`config.mk`:
```
export PLATFORM = sky130hd
export DESIGN_NAME = rtc_seconds_alarm
export DESIGN_NICKNAME = d
export VERILOG_FILES = /design/src/rtl/rtc_pkg.sv /design/src/rtl/rtc_tick_div.sv /design/src/rtl/rtc_sec_counter.sv /design/src/rtl/rtc_alarm_cmp.sv /design/src/rtl/rtc_seconds_alarm.sv
export SDC_FILE = /design/constraint.sdc
export NUM_CORES = 1
export LEC_CHECK = 0
export BUFFER_PORTS_ARGS = -buffer_cell sky130_fd_sc_hd__buf_2
export CORE_UTILIZATION = 67
export CTS_CLUSTER_DIAMETER = 40
export DETAILED_ROUTE_END_ITERATION = 6
export PLACE_DENSITY = 0.83
export REMOVE_ABC_BUFFERS = 1
export SKIP_LAST_GASP = 1
export SYNTH_ARGS = -nofsm -noshare
export SYNTH_HDL_FRONTEND = slang
export SYNTH_SLANG_ARGS = --single-unit
```
`constraint.sdc`:
```
create_clock -name clk_i -period 2.6 [get_ports clk_i]
set_input_delay 0.13 -clock clk_i [delete_from_list [all_inputs] [get_ports clk_i]]
set_output_delay 0.13 -clock clk_i [all_outputs]
set_load 0.03 [all_outputs]
```
`src/rtl/rtc_pkg.sv`:
```
package rtc_pkg;
  localparam int unsigned NBYTES      = 4;
  localparam logic [7:0]  TIME_BASE   = 8'h70;
  localparam logic [7:0]  ALARM_BASE  = 8'h74;
  localparam logic [7:0]  STATUS_ADDR = 8'h10;
  localparam logic [7:0]  CTRL_ADDR   = 8'h29;
  localparam int unsigned ALARM_BIT   = 3;
  localparam int unsigned WAKE_BIT    = 3;
  localparam int unsigned PWRUP_BIT   = 2;

  typedef struct packed {
    logic wake_en;
    logic pwrup_en;
  } rtc_ctrl_t;
endpackage

```
`src/rtl/rtc_tick_div.sv`:
```
module rtc_tick_div #(
  parameter int unsigned DIV = 32768
) (
  input  logic clk_i,
  input  logic rst_ni,
  input  logic tick_i,
  input  logic clr_i,
  output logic sec_o
);
  localparam int unsigned PW = (DIV > 1) ? $clog2(DIV) : 1;

  generate
    if (DIV > 1) begin : g_div
      logic [PW-1:0] phase_q;
      logic          last;
      assign last  = (phase_q == PW'(DIV - 1));
      assign sec_o = tick_i && last && !clr_i;

      always_ff @(posedge clk_i or negedge rst_ni) begin
        if (!rst_ni)     phase_q <= '0;
        else if (clr_i)  phase_q <= '0;
        else if (tick_i) phase_q <= last ? '0 : phase_q + 1'b1;
      end

      // restart leaves phase at zero
      a_r4_phase_clear: assert property (@(posedge clk_i) disable iff (!rst_ni)
        clr_i |=> (phase_q == '0));
    end else begin : g_pass
      assign sec_o = tick_i && !clr_i;
    end
  endgenerate
endmodule

```
`src/rtl/rtc_sec_counter.sv`:
```
module rtc_sec_counter #(
  parameter int unsigned NBYTES = rtc_pkg::NBYTES,
  localparam int unsigned W  = NBYTES * 8,
  localparam int unsigned IW = $clog2(NBYTES)
) (
  input  logic          clk_i,
  input  logic          rst_ni,
  input  logic          sec_i,
  input  logic          wr_i,
  input  logic          rd_i,
  input  logic [IW-1:0] idx_i,
  input  logic [7:0]    wdata_i,
  output logic [W-1:0]  cnt_o,
  output logic [7:0]    rbyte_o,
  output logic          commit_o
);
  logic [W-1:0] cnt_q, snap_q, load_val;
  logic [7:0]   stage_q [NBYTES-1];
  logic         last_idx, first_idx;

  assign last_idx  = (idx_i == IW'(NBYTES - 1));
  assign first_idx = (idx_i == '0);
  assign commit_o  = wr_i && last_idx;

  generate
    for (genvar k = 0; k < NBYTES - 1; k++) begin : g_stage
      always_ff @(posedge clk_i or negedge rst_ni) begin
        if (!rst_ni)                          stage_q[k] <= '0;
        else if (wr_i && idx_i == IW'(k))     stage_q[k] <= wdata_i;
      end
    end
  endgenerate

  always_comb begin
    load_val      = '0;
    load_val[7:0] = wdata_i;
    for (int k = 0; k < NBYTES - 1; k++)
      load_val[(NBYTES-1-k)*8 +: 8] = stage_q[k];
  end

  always_ff @(posedge clk_i or negedge rst_ni) begin
    if (!rst_ni)       cnt_q <= '0;
    else if (commit_o) cnt_q <= load_val;
    else if (sec_i)    cnt_q <= cnt_q + 1'b1;
  end

  always_ff @(posedge clk_i or negedge rst_ni) begin
    if (!rst_ni)                snap_q <= '0;
    else if (rd_i && first_idx) snap_q <= cnt_q;
  end

  assign rbyte_o = first_idx ? cnt_q[W-1 -: 8] : snap_q[(NBYTES-1-idx_i)*8 +: 8];
  assign cnt_o   = cnt_q;

  // count holds without a second pulse or a commit
  a_r2_hold: assert property (@(posedge clk_i) disable iff (!rst_ni)
    (!sec_i && !commit_o) |=> $stable(cnt_q));
  // one step per second pulse
  a_r2_step: assert property (@(posedge clk_i) disable iff (!rst_ni)
    (sec_i && !commit_o) |=> (cnt_q == $past(cnt_q) + 1'b1));
  // commit low byte comes from the bus
  a_r3_commit_lsb: assert property (@(posedge clk_i) disable iff (!rst_ni)
    commit_o |=> (cnt_q[7:0] == $past(wdata_i)));
  // snapshot follows the live count on an MSB read
  a_r5_snapshot: assert property (@(posedge clk_i) disable iff (!rst_ni)
    (rd_i && first_idx) |=> (snap_q == $past(cnt_q)));
endmodule

```
`src/rtl/rtc_alarm_cmp.sv`:
```
module rtc_alarm_cmp #(
  parameter int unsigned NBYTES = rtc_pkg::NBYTES,
  localparam int unsigned W  = NBYTES * 8,
  localparam int unsigned IW = $clog2(NBYTES)
) (
  input  logic          clk_i,
  input  logic          rst_ni,
  input  logic          wr_i,
  input  logic [IW-1:0] idx_i,
  input  logic [7:0]    wdata_i,
  input  logic [W-1:0]  cnt_i,
  output logic [7:0]    rbyte_o,
  output logic          evt_o
);
  logic [W-1:0] alarm_q;
  logic         armed, match, match_q;

  always_ff @(posedge clk_i or negedge rst_ni) begin
    if (!rst_ni)   alarm_q <= '1;
    else if (wr_i) alarm_q[(NBYTES-1-idx_i)*8 +: 8] <= wdata_i;
  end

  assign armed = (alarm_q != '1);
  assign match = armed && (cnt_i == alarm_q);

  always_ff @(posedge clk_i or negedge rst_ni) begin
    if (!rst_ni) match_q <= 1'b0;
    else         match_q <= match;
  end

  assign evt_o   = match && !match_q;
  assign rbyte_o = alarm_q[(NBYTES-1-idx_i)*8 +: 8];

  // never two events back to back
  a_r7_single_pulse: assert property (@(posedge clk_i) disable iff (!rst_ni)
    evt_o |=> !evt_o);
  // all-ones alarm never fires
  a_r8_disabled: assert property (@(posedge clk_i) disable iff (!rst_ni)
    (alarm_q == '1) |-> !evt_o);
  // event only on equality
  a_r7_equal: assert property (@(posedge clk_i) disable iff (!rst_ni)
    evt_o |-> (cnt_i == alarm_q));
endmodule

```
`src/rtl/rtc_seconds_alarm.sv`:
```
module rtc_seconds_alarm
  import rtc_pkg::*;
#(
  parameter int unsigned TICKS_PER_SEC = 32768,
  parameter int unsigned NUM_BYTES     = rtc_pkg::NBYTES
) (
  input  logic       clk_i,
  input  logic       rst_ni,
  input  logic       tick_i,
  input  logic       we_i,
  input  logic       re_i,
  input  logic [7:0] addr_i,
  input  logic [7:0] wdata_i,
  output logic [7:0] rdata_o,
  output logic       alarm_evt_o,
  output logic       irq_o,
  output logic       wake_req_o,
  output logic       powerup_req_o
);
  localparam int unsigned W  = NUM_BYTES * 8;
  localparam int unsigned IW = $clog2(NUM_BYTES);

  logic [7:0]    t_off, a_off;
  logic          t_hit, a_hit, st_hit, ct_hit;
  logic [IW-1:0] t_idx, a_idx;
  logic [W-1:0]  cnt;
  logic [7:0]    t_byte, a_byte, rd_mux, rdata_q;
  logic          sec, commit, evt, flag_q;
  rtc_ctrl_t     ctrl_q;

  assign t_off  = addr_i - TIME_BASE;
  assign a_off  = addr_i - ALARM_BASE;
  assign t_hit  = (t_off < 8'(NUM_BYTES));
  assign a_hit  = (a_off < 8'(NUM_BYTES));
  assign st_hit = (addr_i == STATUS_ADDR);
  assign ct_hit = (addr_i == CTRL_ADDR);
  assign t_idx  = t_off[IW-1:0];
  assign a_idx  = a_off[IW-1:0];

  rtc_tick_div #(.DIV(TICKS_PER_SEC)) u_div (
    .clk_i  (clk_i),
    .rst_ni (rst_ni),
    .tick_i (tick_i),
    .clr_i  (commit),
    .sec_o  (sec)
  );

  rtc_sec_counter #(.NBYTES(NUM_BYTES)) u_cnt (
    .clk_i    (clk_i),
    .rst_ni   (rst_ni),
    .sec_i    (sec),
    .wr_i     (we_i && t_hit),
    .rd_i     (re_i && t_hit),
    .idx_i    (t_idx),
    .wdata_i  (wdata_i),
    .cnt_o    (cnt),
    .rbyte_o  (t_byte),
    .commit_o (commit)
  );

  rtc_alarm_cmp #(.NBYTES(NUM_BYTES)) u_alm (
    .clk_i   (clk_i),
    .rst_ni  (rst_ni),
    .wr_i    (we_i && a_hit),
    .idx_i   (a_idx),
    .wdata_i (wdata_i),
    .cnt_i   (cnt),
    .rbyte_o (a_byte),
    .evt_o   (evt)
  );

  always_ff @(posedge clk_i or negedge rst_ni) begin
    if (!rst_ni)              ctrl_q <= '0;
    else if (we_i && ct_hit)  ctrl_q <= '{wake_en: wdata_i[WAKE_BIT], pwrup_en: wdata_i[PWRUP_BIT]};
  end

  // event wins over a same-cycle clear
  always_ff @(posedge clk_i or negedge rst_ni) begin
    if (!rst_ni) flag_q <= 1'b0;
    else         flag_q <= evt || (flag_q && !(we_i && st_hit && wdata_i[ALARM_BIT]));
  end

  always_comb begin
    rd_mux = '0;
    if (t_hit)       rd_mux = t_byte;
    else if (a_hit)  rd_mux = a_byte;
    else if (st_hit) rd_mux[ALARM_BIT] = flag_q;
    else if (ct_hit) begin
      rd_mux[WAKE_BIT]  = ctrl_q.wake_en;
      rd_mux[PWRUP_BIT] = ctrl_q.pwrup_en;
    end
  end

  always_ff @(posedge clk_i or negedge rst_ni) begin
    if (!rst_ni)   rdata_q <= '0;
    else if (re_i) rdata_q <= rd_mux;
  end

  assign rdata_o       = rdata_q;
  assign alarm_evt_o   = evt;
  assign irq_o         = flag_q;
  assign wake_req_o    = evt && ctrl_q.wake_en;
  assign powerup_req_o = evt && ctrl_q.pwrup_en;

  // event sets the flag
  a_r9_flag_set: assert property (@(posedge clk_i) disable iff (!rst_ni)
    alarm_evt_o |=> irq_o);
  // flag only rises from an event
  a_r9_flag_rise: assert property (@(posedge clk_i) disable iff (!rst_ni)
    $rose(irq_o) |-> $past(alarm_evt_o));
  // requests only with an event
  a_r11_wake_evt: assert property (@(posedge clk_i) disable iff (!rst_ni)
    wake_req_o |-> alarm_evt_o);
  a_r11_pwrup_evt: assert property (@(posedge clk_i) disable iff (!rst_ni)
    powerup_req_o |-> alarm_evt_o);
  // read data stable without a strobe
  a_r12_rdata_hold: assert property (@(posedge clk_i) disable iff (!rst_ni)
    !re_i |=> $stable(rdata_o));
endmodule

```
* After elaboration in Yosys (flattened, before gate mapping) *
Index checks and enable logic that the tools add are counted.

cells by class
  div/mod/pow operators = 0
  multipliers = 0
  equal/unequal tests = 8
  $add $sub $neg = 7
  $lt $le $gt $ge = 2
  shifts and indexed selects = 4
  bitwise gates (word level) = 0
  muxes and demuxes = 14
  reduce and logical (&&, ||, !) cells = 25

operators with widths
  operator                                                    number
  indexed part select 32 x 33 -> 8 bit                        2
  2-to-1 mux 32 bit                                           2
  2-to-1 mux 15 bit                                           3
  negation 32 -> 34 bit                                       1
  variable shift 8 x 34 -> 32 bit, first input constant       1
  indexed part select 8 x 34 -> 32 bit                        1
  adder 32 x 1 -> 32 bit, second input constant               1
  bitwise mux 32 bit                                          1
  == test 32 bit                                              1
  inequality test 32 bit, second input constant               1
  logical AND 1 bit                                           18
  less-than comparator 8 x 3 -> 1 bit, second input constant  2
  2-to-1 mux 8 bit                                            2
  subtractor 8 x 7 -> 8 bit, second input constant            2
  adder 15 x 1 -> 15 bit, second input constant               1
  == test 15 bit, second input constant                       1
  == test 8 x 5 -> 1 bit, second input constant               1
  == test 8 x 6 -> 1 bit, second input constant               1
  2-to-1 mux 2 bit                                            3
  subtractor 2 x 2 -> 3 bit, first input constant             2
  == test 2 bit, second input constant                        2
  2-to-1 mux 4 bit                                            1
  nonzero test 2 bit                                          2
  zero test 1 bit                                             3
  4 further kinds                                             5

word-level totals
  RAM bits = 0
  output and inout port bits = 12
  memories kept = 0
  bits in read-only memories = 0
  bits in registers = 147
  input bits = 21
  word-level logic and storage cells = 72
  bits in latches = 0

* Depth between registers and ports, before layout *
Gate-level depths: netlist (run 1).

  depth in word-level cells = 8
  depth in mapped cells = 9
  mapped depth without buffers = 7

* Hierarchy *
Synthesis (run 1) repeated with hierarchy kept, for this count alone.

second synthesis, totals
  cells, all modules = 600
  area, all modules = 7156.9 um2

modules (own cells, without submodules)
  module             instances  cells each  area each (um2)
  rtc_sec_counter    1          311         3772.4
  rtc_alarm_cmp      1          146         1953.1
  rtc_tick_div       1          82          785.8
  rtc_seconds_alarm  1          61          645.6

* Least setup slack after synthesis (run 1) *
Ideal clock, no wire load.

  kind = reg-to-output
  start point = register u_cnt.cnt_q[24] (netlist: u_cnt.cnt_o[24])
  end point = output powerup_req_o
  path slack = 611 ps
  arrival time = 1859 ps
  cell stages (with the launch flop) = 7
  path buffers = 1
  data required time = 2470 ps
  path through = dfrtp_1 -> clkbuf_1 -> xnor2_1 -> nand4_1 -> nor4_1 -> and4b_1 -> and2_1

between the ends
  word-level cells in the longest chain between the ends = 4

RTL lines
  what                    RTL line                  text
  from (decl)             rtc_sec_counter.sv:17     logic [W-1:0] cnt_q, snap_q, load_val;
  from (signal assigned)  rtc_sec_counter.sv:43     else if (commit_o) cnt_q <= load_val;
  from (signal assigned)  rtc_sec_counter.sv:44     else if (sec_i) cnt_q <= cnt_q + 1'b1;
  == test 32 bit          rtc_alarm_cmp.sv:24       assign match = armed && (cnt_i == alarm_q);
  logical AND 1 bit       rtc_alarm_cmp.sv:24
  logical AND 1 bit       rtc_alarm_cmp.sv:31       assign evt_o = match && !match_q;
  via alarm_evt_o         rtc_seconds_alarm.sv:15   output logic alarm_evt_o,
  logical AND 1 bit       rtc_seconds_alarm.sv:103  assign powerup_req_o = evt && ctrl_q.pwrup_en;
  to (decl)               rtc_seconds_alarm.sv:18   output logic powerup_req_o

The timed path passes the listed nets, and every way through them passes these cells.

* Worst setup path in the final report (run 1) *
  start point = register u_alm.alarm_q[3]
  end point = output powerup_req_o

between the ends
  word-level cells in the longest chain between the ends = 4

RTL lines
  what                                                      RTL line                                  text
  from (decl)                                               rtc_alarm_cmp.sv:15                       logic [W-1:0] alarm_q;
  from (signal, indexed assignment)                         rtc_alarm_cmp.sv:20                       else if (wr_i) alarm_q[(NBYTES-1-idx_i)*8 +: 8] <= wdata_i;
  inequality test 32 bit or == test 32 bit (tied branches)  rtc_alarm_cmp.sv:23, rtc_alarm_cmp.sv:24
  logical AND 1 bit (*)                                     rtc_alarm_cmp.sv:24
  logical AND 1 bit (*)                                     rtc_alarm_cmp.sv:31
  logical AND 1 bit (*)                                     rtc_seconds_alarm.sv:103

Every way passes the cells marked *; elsewhere a longest branch is shown, timed or not.

==> flow_metrics.py, run 1 <==
metrics = {
    "setup_path": {
        "crit_type": "flip-flop to primary output",
        "reg2reg_depth": 5,
        "path_buf_inv": 1,
        "cp.arrival_ns": 2.39,
        "critPathLaunchType": "flip-flop",
        "critPathMaxFanout": 4,
        "crit_family": "simple AND/OR/NAND/NOR gates",
        "slowest_stage": "dfstp_2",
        "ff2ff_setup_slack_ns": 0.34,
        "r2r-start": "u_div.g_div.phase_q[0]",
        "r2r-end": "u_div.g_div.phase_q[8]",
        "path_cells": "xnor2_1, nand4_1, nor4_2, and4b_1, and2_1, buf_2",
        "max_stage_delay_ns": 0.60,
        "end_kind": "primary output",
        "critPathRequiredTime_ns": 2.47,
    },
    "timing": {
        "tightest_slew_ns": 1.02,
        "fmax_mhz": 396,
        "relSlewSlack_pct": 31.6,
        "hold_viol": 0,
        "finalSetupViolCount": 0,
        "finalCritPeriodShare_pct": 97.0,
        "period_needed_ns": 2.52,
        "rsz0062_at_grt": "no",
        "finalSetupTns_ns": 0,
        "drv_slew": 0,
        "fin_worst_skew_ns": 0.00668,
    },
    "logic_synthesis": {
        "async_flop_share_pct": 100,
        "ys_ff_latch": 147,
        "yosys.area.top_type": "dfrtp_1",
        "synth_area_leaders": "dfrtp_1 (36%), dfstp_2 (11%), mux2_2 (7.4%), xnor2_1 (7.0%), nand2_1 (5.8%)",
        "synth_edf_count": 0,
        "syn_area_per_cell_um2": 10.6,
        "synth_cell_types": 51,
        "syn-instance-count": 742,
        "ys_seq_area_share_pct": 47.1,
        "yosysWarnings": 0,
        "synth_flop_cell": "dfrtp_1",
        "synth_top_area_share_pct": 36.4,
        "netlist_area_mm2": 0.00790,
    },
    "hold_path": {
        "min_to": "u_alm.alarm_q[29]",
        "min_path_cells": 3,
        "hp-start": "wdata_i[5]",
        "hp-class": "input pin to flip-flop",
    },
    "pwr": {
        "ir_drop_uv": 516,
        "clkPwrFrac_pct": 43.3,
        "p_int_mw": 4.08,
        "cellLeakagePower_nw": 3.77,
        "sequentialPowerShare_pct": 46.5,
        "p_sw_mw": 1.45,
        "switching_share_pct": 26.2,
        "power_mw": 5.52,
        "pwr-share-comb_pct": 10.2,
        "p_per_area_mw_per_mm2": 623,
    },
    "placed_design": {
        "gp_congestion": 1.00,
        "place_area_mm2": 0.00824,
        "io_buffers": 32,
        "dp_hpwl_mm": 15.7,
    },
    "flow_run": {
        "drv_cap": 0,
    },
    "floorplanning": {
        "floorplan.die_area_mm2": 0.0122,
        "initial_core_util_pct": 68.9,
        "fp.coreArea_mm2": 0.0115,
        "die_h_um": 111,
        "row_count": 39,
        "pin_count": 33,
        "dieWidth_um": 111,
    },
    "grt": {
        "grtUsageTotal_pct": 39.3,
        "overflow": 0,
        "grt_pass1_vias": 6307,
        "grt_pass1_wl_mm": 35.4,
        "grt_max_degree": 66,
        "antenna_found_initial": 1,
    },
    "final_layout": {
        "final_layout_size_suffix_gt1_share_pct": 26.8,
        "final_common_cell": "nand2_1",
        "diodes": 0,
        "syn_to_final_growth_pct": 12.3,
        "final.fill_count": 725,
        "nNetsFinal": 811,
        "mostFrequentLayoutCells": "nand2_1 (123), dfrtp_1 (115), xnor2_1 (63), mux2_2 (52), nand4_1 (34)",
        "multi_input_area_mm2": 0.00392,
        "final_area_mm2": 0.00887,
        "seq_area_mm2": 0.00372,
    },
    "route": {
        "drt_iter0_markers": 819,
        "wl_per_cell_um": 24.2,
        "viasPerCell": 6.67,
        "drc_errors": 0,
        "routed_wl_mm": 22.7,
        "vias": 6260,
        "ant_nets": 0,
        "dr.pass1.iters": 6,
    },
    "clock_network": {
        "clkTransAtPathRegs_ns": 0.06,
        "h-tree-depth": 4,
        "cts_tree": "done",
        "cts.sinks": 147,
        "insertion_delay_ns": 0.44,
        "cts_root_buf": "clkbuf_16",
        "cts-buffers-inserted": 17,
        "cts.path.max_buffers": 2,
    },
    "outcome": {
        "outcome": "finished, final reports clean",
    },
}
[timing repair]
action / 4_1_cts / 5_1_grt
hold buffers: 5 / 0
buffers inserted: 0 / 0
setup endpoints to repair: 0 / 2
hold endpoints to repair: 69 / 0
gates resized for setup: 0 / 1
[worst max-delay path by stage]
| stage | start | end | slack (ns) | depth (start not counted) |
|---|---|---|---|---|
| after floorplan | addr_i[3] | u_cnt.snap_q[0] | 0.32 | 4 |
| after global placement | u_cnt.cnt_o[8] | u_cnt.cnt_o[25] | 0.55 | 5 |
| after detailed placement | u_div.g_div.phase_q[0] | u_cnt.cnt_o[25] | 0.47 | 6 |
| after CTS | u_alm.alarm_q[3] | powerup_req_o | 0.05 | 6 |
| after global routing | u_alm.alarm_q[3] | powerup_req_o | 0.02 | 6 |
| final | u_alm.alarm_q[3] | powerup_req_o | 0.08 | 6 |
[layer usage]
metal  vias to the layer above  wire length (um)  GRT usage, %  share of wire [%]
li1                       2714                 -             -                  -
met1                      3047              8690          50.0                 38
met2                       406             10400          59.0                 46
met3                        93              2330          12.1                 10
met4                         0              1280          24.4                5.6
met5                         -                 0             0                  0
[power by group through the flow]
stage / logic (mW) / clock network [mW] / registers, mW
final: 0.562 / 2.39 / 2.57
after global routing: 0.610 / 2.50 / 2.58
after CTS: 0.550 / 2.41 / 2.56
after detailed placement: 0.530 / 0 / 2.59
after global placement: 0.504 / 0 / 2.58
after floorplan: 0.296 / 0 / 2.56
[worst register-to-register path: stages (launching register included)]
cell and delay (ns):
dfrtp_1 0.41, ha_1 0.24, and3_1 0.31, nand2_1 0.35, o21ai_1 0.65, nor2_1 0.15
[Yosys cell counts, drive strengths merged (2+ instances only)]
cell    count
nand2     123
dfrtp     115
mux2       65
xnor2      63
o21ai      62
nand4      37
dfstp      32
nor2       30
buf        27
nand3      20
clkbuf     18
nor4       18
mux4       16
nor3       15
a21oi      14
and3       10
and2        9
and4        9
inv         9
a31oi       8
ha          8
xor2        8
or3         4
mux2i       3
nor3b       3
nor4b       3
a21o        2
and4b       2
[cell families after synthesis]
group	Yosys count	synth area share, %
AOI/OAI and AO/OA	91	6.13
buffers and inverters	54	3.44
DFF	147	47.1
xor gates and xnor gates	71	7.87
adders and majority gates	8	1.27
muxes	84	14.2
and+or+nand+nor	287	20.0
[cell type report]
| class | instances | share of cell area [%] |
|---|---|---|
| well taps | 143 | 2.02 |
| repair buffers | 66 | 5.04 |
| multi-input cells | 541 | 44.1 |
| clock buffers | 23 | 5.64 |
| flip-flops and latches | 147 | 41.9 |
| clock inverters | 9 | 0.847 |
| inverters | 9 | 0.381 |
[sequential cells by signal (all words and copies together), names as in the netlist]
| signal | count |
|---|---|
| u_alm.alarm_q | 32 |
| u_cnt.cnt_o | 32 |
| u_cnt.snap_q | 32 |
| u_cnt.load_val | 24 |
| u_div.g_div.phase_q | 15 |
| rdata_o | 8 |
| ctrl_q | 2 |
| irq_o | 1 |
| u_alm.match_q | 1 |
[per-stage QoR]
| stage | utilization, % | setup slack [ns] | instances | hold WS [ns] |
|---|---|---|---|---|
| final | 77.3 | 0.0772 | 938 | 0.0213 |
| after CTS | 77.3 | 0.0487 | 938 | 0.0193 |
| after global routing | 77.3 | 0.0212 | 938 | 0.0183 |
| after global placement | 71.8 | 0.546 | 901 | 0.165 |
| after floorplan | - | 0.316 | 697 | -0.166 |
| after detailed placement | 71.8 | 0.466 | 901 | 0.171 |
No activity file was read; power rests on OpenSTA's default activity.
==> run 2, diff against run 1 <==
--- a/config.mk
+++ b/config.mk
@@ -11,6 +11,7 @@
 export DETAILED_ROUTE_END_ITERATION = 6
 export PLACE_DENSITY = 0.83
 export REMOVE_ABC_BUFFERS = 1
+export SKIP_CTS_REPAIR_TIMING = 1
 export SKIP_LAST_GASP = 1
 export SYNTH_ARGS = -nofsm -noshare
 export SYNTH_HDL_FRONTEND = slang
==> constraint.sdc (replaced) <==
create_clock -name clk_i -period 2.6 [get_ports clk_i]
set_input_delay 0.52 -clock clk_i [delete_from_list [all_inputs] [get_ports clk_i]]
set_output_delay 0.52 -clock clk_i [all_outputs]
set_load 0.03 [all_outputs]
==> flow_metrics.py, run 2 (synthesis gave the netlist of run 1 again) <==
metrics = {
    "grt": {
        "antenna_found_initial": 1,
        "grt_max_degree": 56,
        "grt_pass1_wl_mm": 35.4,
        "grtUsageTotal_pct": 39.0,
        "overflow": 0,
        "grt_pass1_vias": 6160,
    },
    "pwr": {
        "p_per_area_mw_per_mm2": 618,
        "cellLeakagePower_nw": 3.88,
        "ir_drop_uv": 866,
    },
    "floorplanning": {
        "die_h_um": 111,
        "initial_core_util_pct": 68.9,
        "pin_count": 33,
        "floorplan.die_area_mm2": 0.0122,
        "dieWidth_um": 111,
        "row_count": 39,
        "fp.coreArea_mm2": 0.0115,
    },
    "route": {
        "routed_wl_mm": 22.7,
        "viasPerCell": 6.58,
        "vias": 6302,
        "drc_errors": 3,
        "wl_per_cell_um": 23.7,
        "ant_nets": 0,
        "dr.pass1.iters": 7,
        "drt_iter0_markers": 676,
    },
    "final_layout": {
        "diodes": 0,
        "final_area_mm2": 0.00911,
        "nNetsFinal": 831,
        "finalNonFillerCells": 958,
        "final_common_cell": "nand2_1",
        "syn_to_final_growth_pct": 15.3,
        "final_layout_size_suffix_gt1_share_pct": 30.2,
        "mostFrequentLayoutCells": "nand2_1 (123), dfrtp_1 (115), xnor2_1 (61), mux2_2 (52), buf_4 (50)",
    },
    "clock_network": {
        "cts_tree": "done",
        "cts-buffers-inserted": 17,
        "h-tree-depth": 4,
        "cts_root_buf": "clkbuf_16",
        "cts.path.max_buffers": 2,
        "cts.sinks": 147,
        "insertion_delay_ns": 0.44,
        "clkTransAtPathRegs_ns": 0.06,
    },
    "placed_design": {
        "dp_cells": 924,
        "place_area_mm2": 0.00845,
        "gp_congestion": 1.03,
        "pre_cts_ws_ns": 0.182,
        "dp_hpwl_mm": 16.3,
        "io_buffers": 32,
    },
    "timing": {
        "relSlewSlack_pct": 36.9,
        "finalCritPeriodShare_pct": 108,
        "worst_slack_ns": -0.204,
        "period_needed_ns": 2.80,
        "hold_viol": 0,
        "fmax_mhz": 357,
        "finalSetupTns_ns": -0.535,
        "fin_worst_skew_ns": 0.00871,
        "rsz0062_at_grt": "yes",
        "drv_slew": 0,
        "tightest_slew_ns": 0.942,
        "finalSetupViolCount": 3,
    },
    "setup_path": {
        "max_stage_delay_ns": 0.60,
        "crit_family": "simple AND/OR/NAND/NOR gates",
        "end_kind": "primary output",
        "critPathRequiredTime_ns": 2.08,
        "cp.arrival_ns": 2.28,
        "path_buf_inv": 1,
        "crit_type": "flip-flop to primary output",
        "critPathMaxFanout": 4,
        "path_cells": "xnor2_2, nand4_1, nor4_2, and4b_2, and2_4, buf_6",
        "slowest_stage": "dfstp_2",
        "critPathLaunchType": "flip-flop",
    },
    "flow_run": {
        "drv_cap": 0,
    },
    "outcome": {
        "violations": "DRC, setup timing",
        "outcome": "finished with violations",
    },
    "hold_path": {
        "hp-class": "input pin to asynchronous set/reset pin",
    },
}
==> run 2: power by group <==
group / total, mW / internal (mW) / switching (mW)
Sequential: 2.54 / 2.41 / 0.128
Combinational: 0.602 / 0.241 / 0.360
Clock: 2.48 / 1.50 / 0.986
==> run 2: path summary, 6_finish.rpt <==
path / depth (start not counted) / slack, ns / to / startpoint
min in group clk_i: 3 / 0.37 / u_alm.alarm_q[28] / wdata_i[4]
setup reg to reg: 7 / 0.32 / u_cnt.cnt_o[20] / u_cnt.cnt_o[0]
hold / removal: 1 / 0.06 / u_cnt.load_val[22] / rst_ni
hold reg to reg: 2 / 0.48 / u_cnt.cnt_o[20] / u_cnt.load_val[20]
setup / recovery: 6 / -0.20 / wake_req_o / u_alm.alarm_q[22]
max in group asynchronous: 2 / 1.83 / u_alm.alarm_q[17] / rst_ni
==> run 2: per-layer routing <==
metal	wire length, um	up-vias	GRT usage, %	part of all wire (%)
met5	0	-	0	0
met4	966	0	19.0	4.3
met3	2250	65	9.39	9.9
met2	10400	355	58.2	46
met1	9050	3125	53.9	40
li1	-	2757	-	-
==> run 2: metrics by stage <==
| stage | util [%] | power, mW | hold WS, ns |
|---|---|---|---|
| CTS | 78.8 | 5.61 | 0.0773 |
| detailed placement | 73.7 | 3.14 | 0.469 |
| global placement | 73.7 | 3.11 | 0.465 |
| global route | 79.4 | 5.80 | 0.103 |
| floorplan | - | 2.86 | 0.224 |
| finish | 79.4 | 5.63 | 0.0639 |
==> run 2: final cells by class <==
class	instances	area [um2]
flip-flops and latches	147	3720
multi-input cells	541	3950
repair buffers	86	634
clock buffers	18	429
well taps	143	179
clock inverters	14	164
fillers	700	2360
inverters	9	33.8
==> run 2: worst register-to-register path, stage by stage, from the launching register on <==
cell and delay [ns]:
dfrtp_1 0.46, buf_4 0.18, ha_1 0.16, and3_1 0.31, nand4_4 0.30, nor4_1 0.49
xnor2_1 0.20, o21ai_1 0.08
==> run 3, diff against run 2 <==
--- a/config.mk
+++ b/config.mk
@@ -6,13 +6,15 @@
 export NUM_CORES = 1
 export LEC_CHECK = 0
 export BUFFER_PORTS_ARGS = -buffer_cell sky130_fd_sc_hd__buf_2
-export CORE_UTILIZATION = 67
+export CORE_UTILIZATION = 66
 export CTS_CLUSTER_DIAMETER = 40
 export DETAILED_ROUTE_END_ITERATION = 6
-export PLACE_DENSITY = 0.83
+export PLACE_DENSITY = 0.82
 export REMOVE_ABC_BUFFERS = 1
 export SKIP_CTS_REPAIR_TIMING = 1
 export SKIP_LAST_GASP = 1
+export SLEW_MARGIN = 25
 export SYNTH_ARGS = -nofsm -noshare
 export SYNTH_HDL_FRONTEND = slang
+export SYNTH_HIERARCHICAL = 1
 export SYNTH_SLANG_ARGS = --single-unit
==> flow_metrics.py, run 3 <==
metrics = {
    "clock_network": {
        "clkTransAtPathRegs_ns": 0.06,
        "cts-buffers-inserted": 17,
        "insertion_delay_ns": 0.54,
        "cts_tree": "done",
        "cts.sinks": 139,
        "h-tree-depth": 4,
        "cts.path.max_buffers": 2,
        "cts_root_buf": "clkbuf_8",
    },
    "placed_design": {
        "dp_hpwl_mm": 13.5,
        "dp_cells": 812,
        "io_buffers": 32,
        "pre_cts_ws_ns": -0.202,
        "gp_congestion": 0.987,
        "place_area_mm2": 0.00791,
    },
    "pwr": {
        "p_per_area_mw_per_mm2": 609,
        "ir_drop_uv": 696,
        "cellLeakagePower_nw": 4.05,
        "power_mw": 5.28,
    },
    "route": {
        "drt_iter0_markers": 694,
        "drc_errors": 0,
        "routed_wl_mm": 21.2,
        "wl_per_cell_um": 25.0,
        "dr.pass1.iters": 6,
        "viasPerCell": 7.01,
        "vias": 5964,
        "ant_nets": 0,
    },
    "final_layout": {
        "utilization_pct": 83.3,
        "mostFrequentLayoutCells": "dfrtp_1 (107), buf_4 (64), xor2_1 (57), mux2_2 (50), nand2_1 (47)",
        "final_area_mm2": 0.00868,
        "final_common_cell": "dfrtp_1",
        "syn_to_final_growth_pct": 21.3,
        "nNetsFinal": 730,
        "final.fill_count": 557,
        "final_layout_size_suffix_gt1_share_pct": 37.9,
        "diodes": 0,
        "finalNonFillerCells": 851,
    },
    "timing": {
        "fin_worst_skew_ns": 0.00925,
        "fmax_mhz": 311,
        "finalSetupViolCount": 3,
        "drv_slew": 0,
        "period_needed_ns": 3.22,
        "rsz0062_at_grt": "yes",
        "relSlewSlack_pct": 56.7,
        "hold_viol": 10,
        "whs_ns": -0.0117,
        "finalCritPeriodShare_pct": 124,
        "tightest_slew_ns": 0.650,
        "worst_slack_ns": -0.616,
    },
    "grt": {
        "overflow": 0,
        "grt_pass1_vias": 5690,
        "antenna_found_initial": 0,
        "grt_pass1_wl_mm": 31.5,
        "grt_max_degree": 70,
        "grtUsageTotal_pct": 38.0,
    },
    "setup_path": {
        "crit_type": "flip-flop to primary output",
        "reg2reg_depth": 11,
        "ff2ff_setup_slack_ns": 0.05,
        "critPathLaunchType": "flip-flop",
        "r2r-start": "u_div/g_div.phase_q[1]",
        "critPathMaxFanout": 4,
        "critPathRequiredTime_ns": 2.08,
        "end_kind": "primary output",
        "cp.arrival_ns": 2.70,
        "r2r-end": "u_cnt/cnt_o[14]",
    },
    "logic_synthesis": {
        "ys_seq_area_share_pct": 49.2,
        "yosysWarnings": 6,
        "syn_area_per_cell_um2": 11.9,
        "synth_cell_types": 61,
        "synth_edf_count": 0,
        "synth_area_leaders": "dfrtp_1 (37%), dfstp_2 (12%), mux2_2 (7.9%), xor2_1 (7.2%), mux4_2 (4.7%)",
        "synth_flop_cell": "dfrtp_1",
        "ys_ff_latch": 139,
        "async_flop_share_pct": 100,
        "yosysMostFrequentCell": "dfrtp_1",
        "synth_common_cells": "dfrtp_1 (107), xor2_1 (59), mux2_2 (50)",
        "yosys.area.top_type": "dfrtp_1",
        "synth_top_area_share_pct": 37.4,
        "syn-instance-count": 600,
        "netlist_area_mm2": 0.00716,
    },
    "outcome": {
        "violations": "hold timing, setup timing",
        "outcome": "finished with violations",
    },
    "floorplanning": {
        "floorplan.die_area_mm2": 0.0113,
        "fp.coreArea_mm2": 0.0104,
        "die_h_um": 106,
        "initial_core_util_pct": 68.7,
        "row_count": 37,
        "dieWidth_um": 106,
        "pin_count": 33,
    },
    "flow_run": {
        "drv_cap": 0,
    },
    "hold_path": {
        "hp-class": "input pin to asynchronous set/reset pin",
    },
}
-- run 3: changes by cell type after synthesis, moves of 9 or more --
cell	before	now
nand2_1	123	48
xor2_1	8	59
xnor2_1	63	15
a22o_1	0	37
o21ai_0	31	13
o21ai_1	31	16
mux2_1	13	0
nand4_1	34	22
clkbuf_1	18	7
a21oi_1	14	5
-- run 3: power by group --
part           switching [mW]  total (mW)  internal (mW)
registers              0.0863        2.35           2.26
logic                   0.310       0.538          0.228
clock network           0.883        2.40           1.52
total                    1.28        5.28           4.00
-- run 3: worst max path at each step --
| stage | start | end | depth (start not counted) |
|---|---|---|---|
| final | u_alm/alarm_q[31] | wake_req_o | 7 |
| after global routing | u_alm/alarm_q[19] | wake_req_o | 7 |
| after CTS | u_alm/alarm_q[31] | wake_req_o | 7 |
| after detailed placement | addr_i[3] | u_cnt/cnt_o[31] | 12 |
| after global placement | u_alm/alarm_q[31] | wake_req_o | 7 |
| after floorplan | addr_i[3] | u_cnt/cnt_o[31] | 10 |
-- run 3: per-layer routing --
layer  GRT usage (%)  vias up  share of wire (%)
li1                -     2420                  -
met1            49.9     2883                 37
met2            59.6      506                 47
met3            10.5      155                 10
met4            16.6        0                6.0
met5               0        -                  0
-- run 3: cell families (layout without fill, tap and decap cells) --
kind of cell	Yosys count	count (layout)	synth area share, %
xor+xnor	74	74	9.06
mux	73	73	13.9
fa+ha+maj	7	7	1.22
simple gates	193	193	16.1
flops	139	139	49.2
compound gates	85	85	8.60
buf+inv	29	144	1.89
-- run 3: layout make-up --
type	count	area, um2	share of cell area (%)
repair buffers	102	753	8.68
well taps	136	170	1.96
clock inverters	6	82.6	0.952
clock buffers	26	508	5.85
multi-input cells	432	3610	41.6
inverters	10	37.5	0.433
flip-flops and latches	139	3520	40.5
-- run 3: per-stage QoR --
step	hold slack, ns	setup TNS [ns]
6_report	-0.0117	-1.81
5_1_grt	0.0252	-1.92
4_1_cts	0.00768	-2.29
3_5_place_dp	0.465	-3.42
3_3_place_gp	0.461	-0.0847
2_1_floorplan	0.224	-68.03
-- run 3: critical path, cell delays in order, from the launching register on --
cell	delay, ns
dfstp_2	0.63
nand4_1	0.17
or4_1	0.62
nor2_2	0.21
nor4_2	0.10
buf_4	0.15
and2_4	0.15
buf_6	0.13
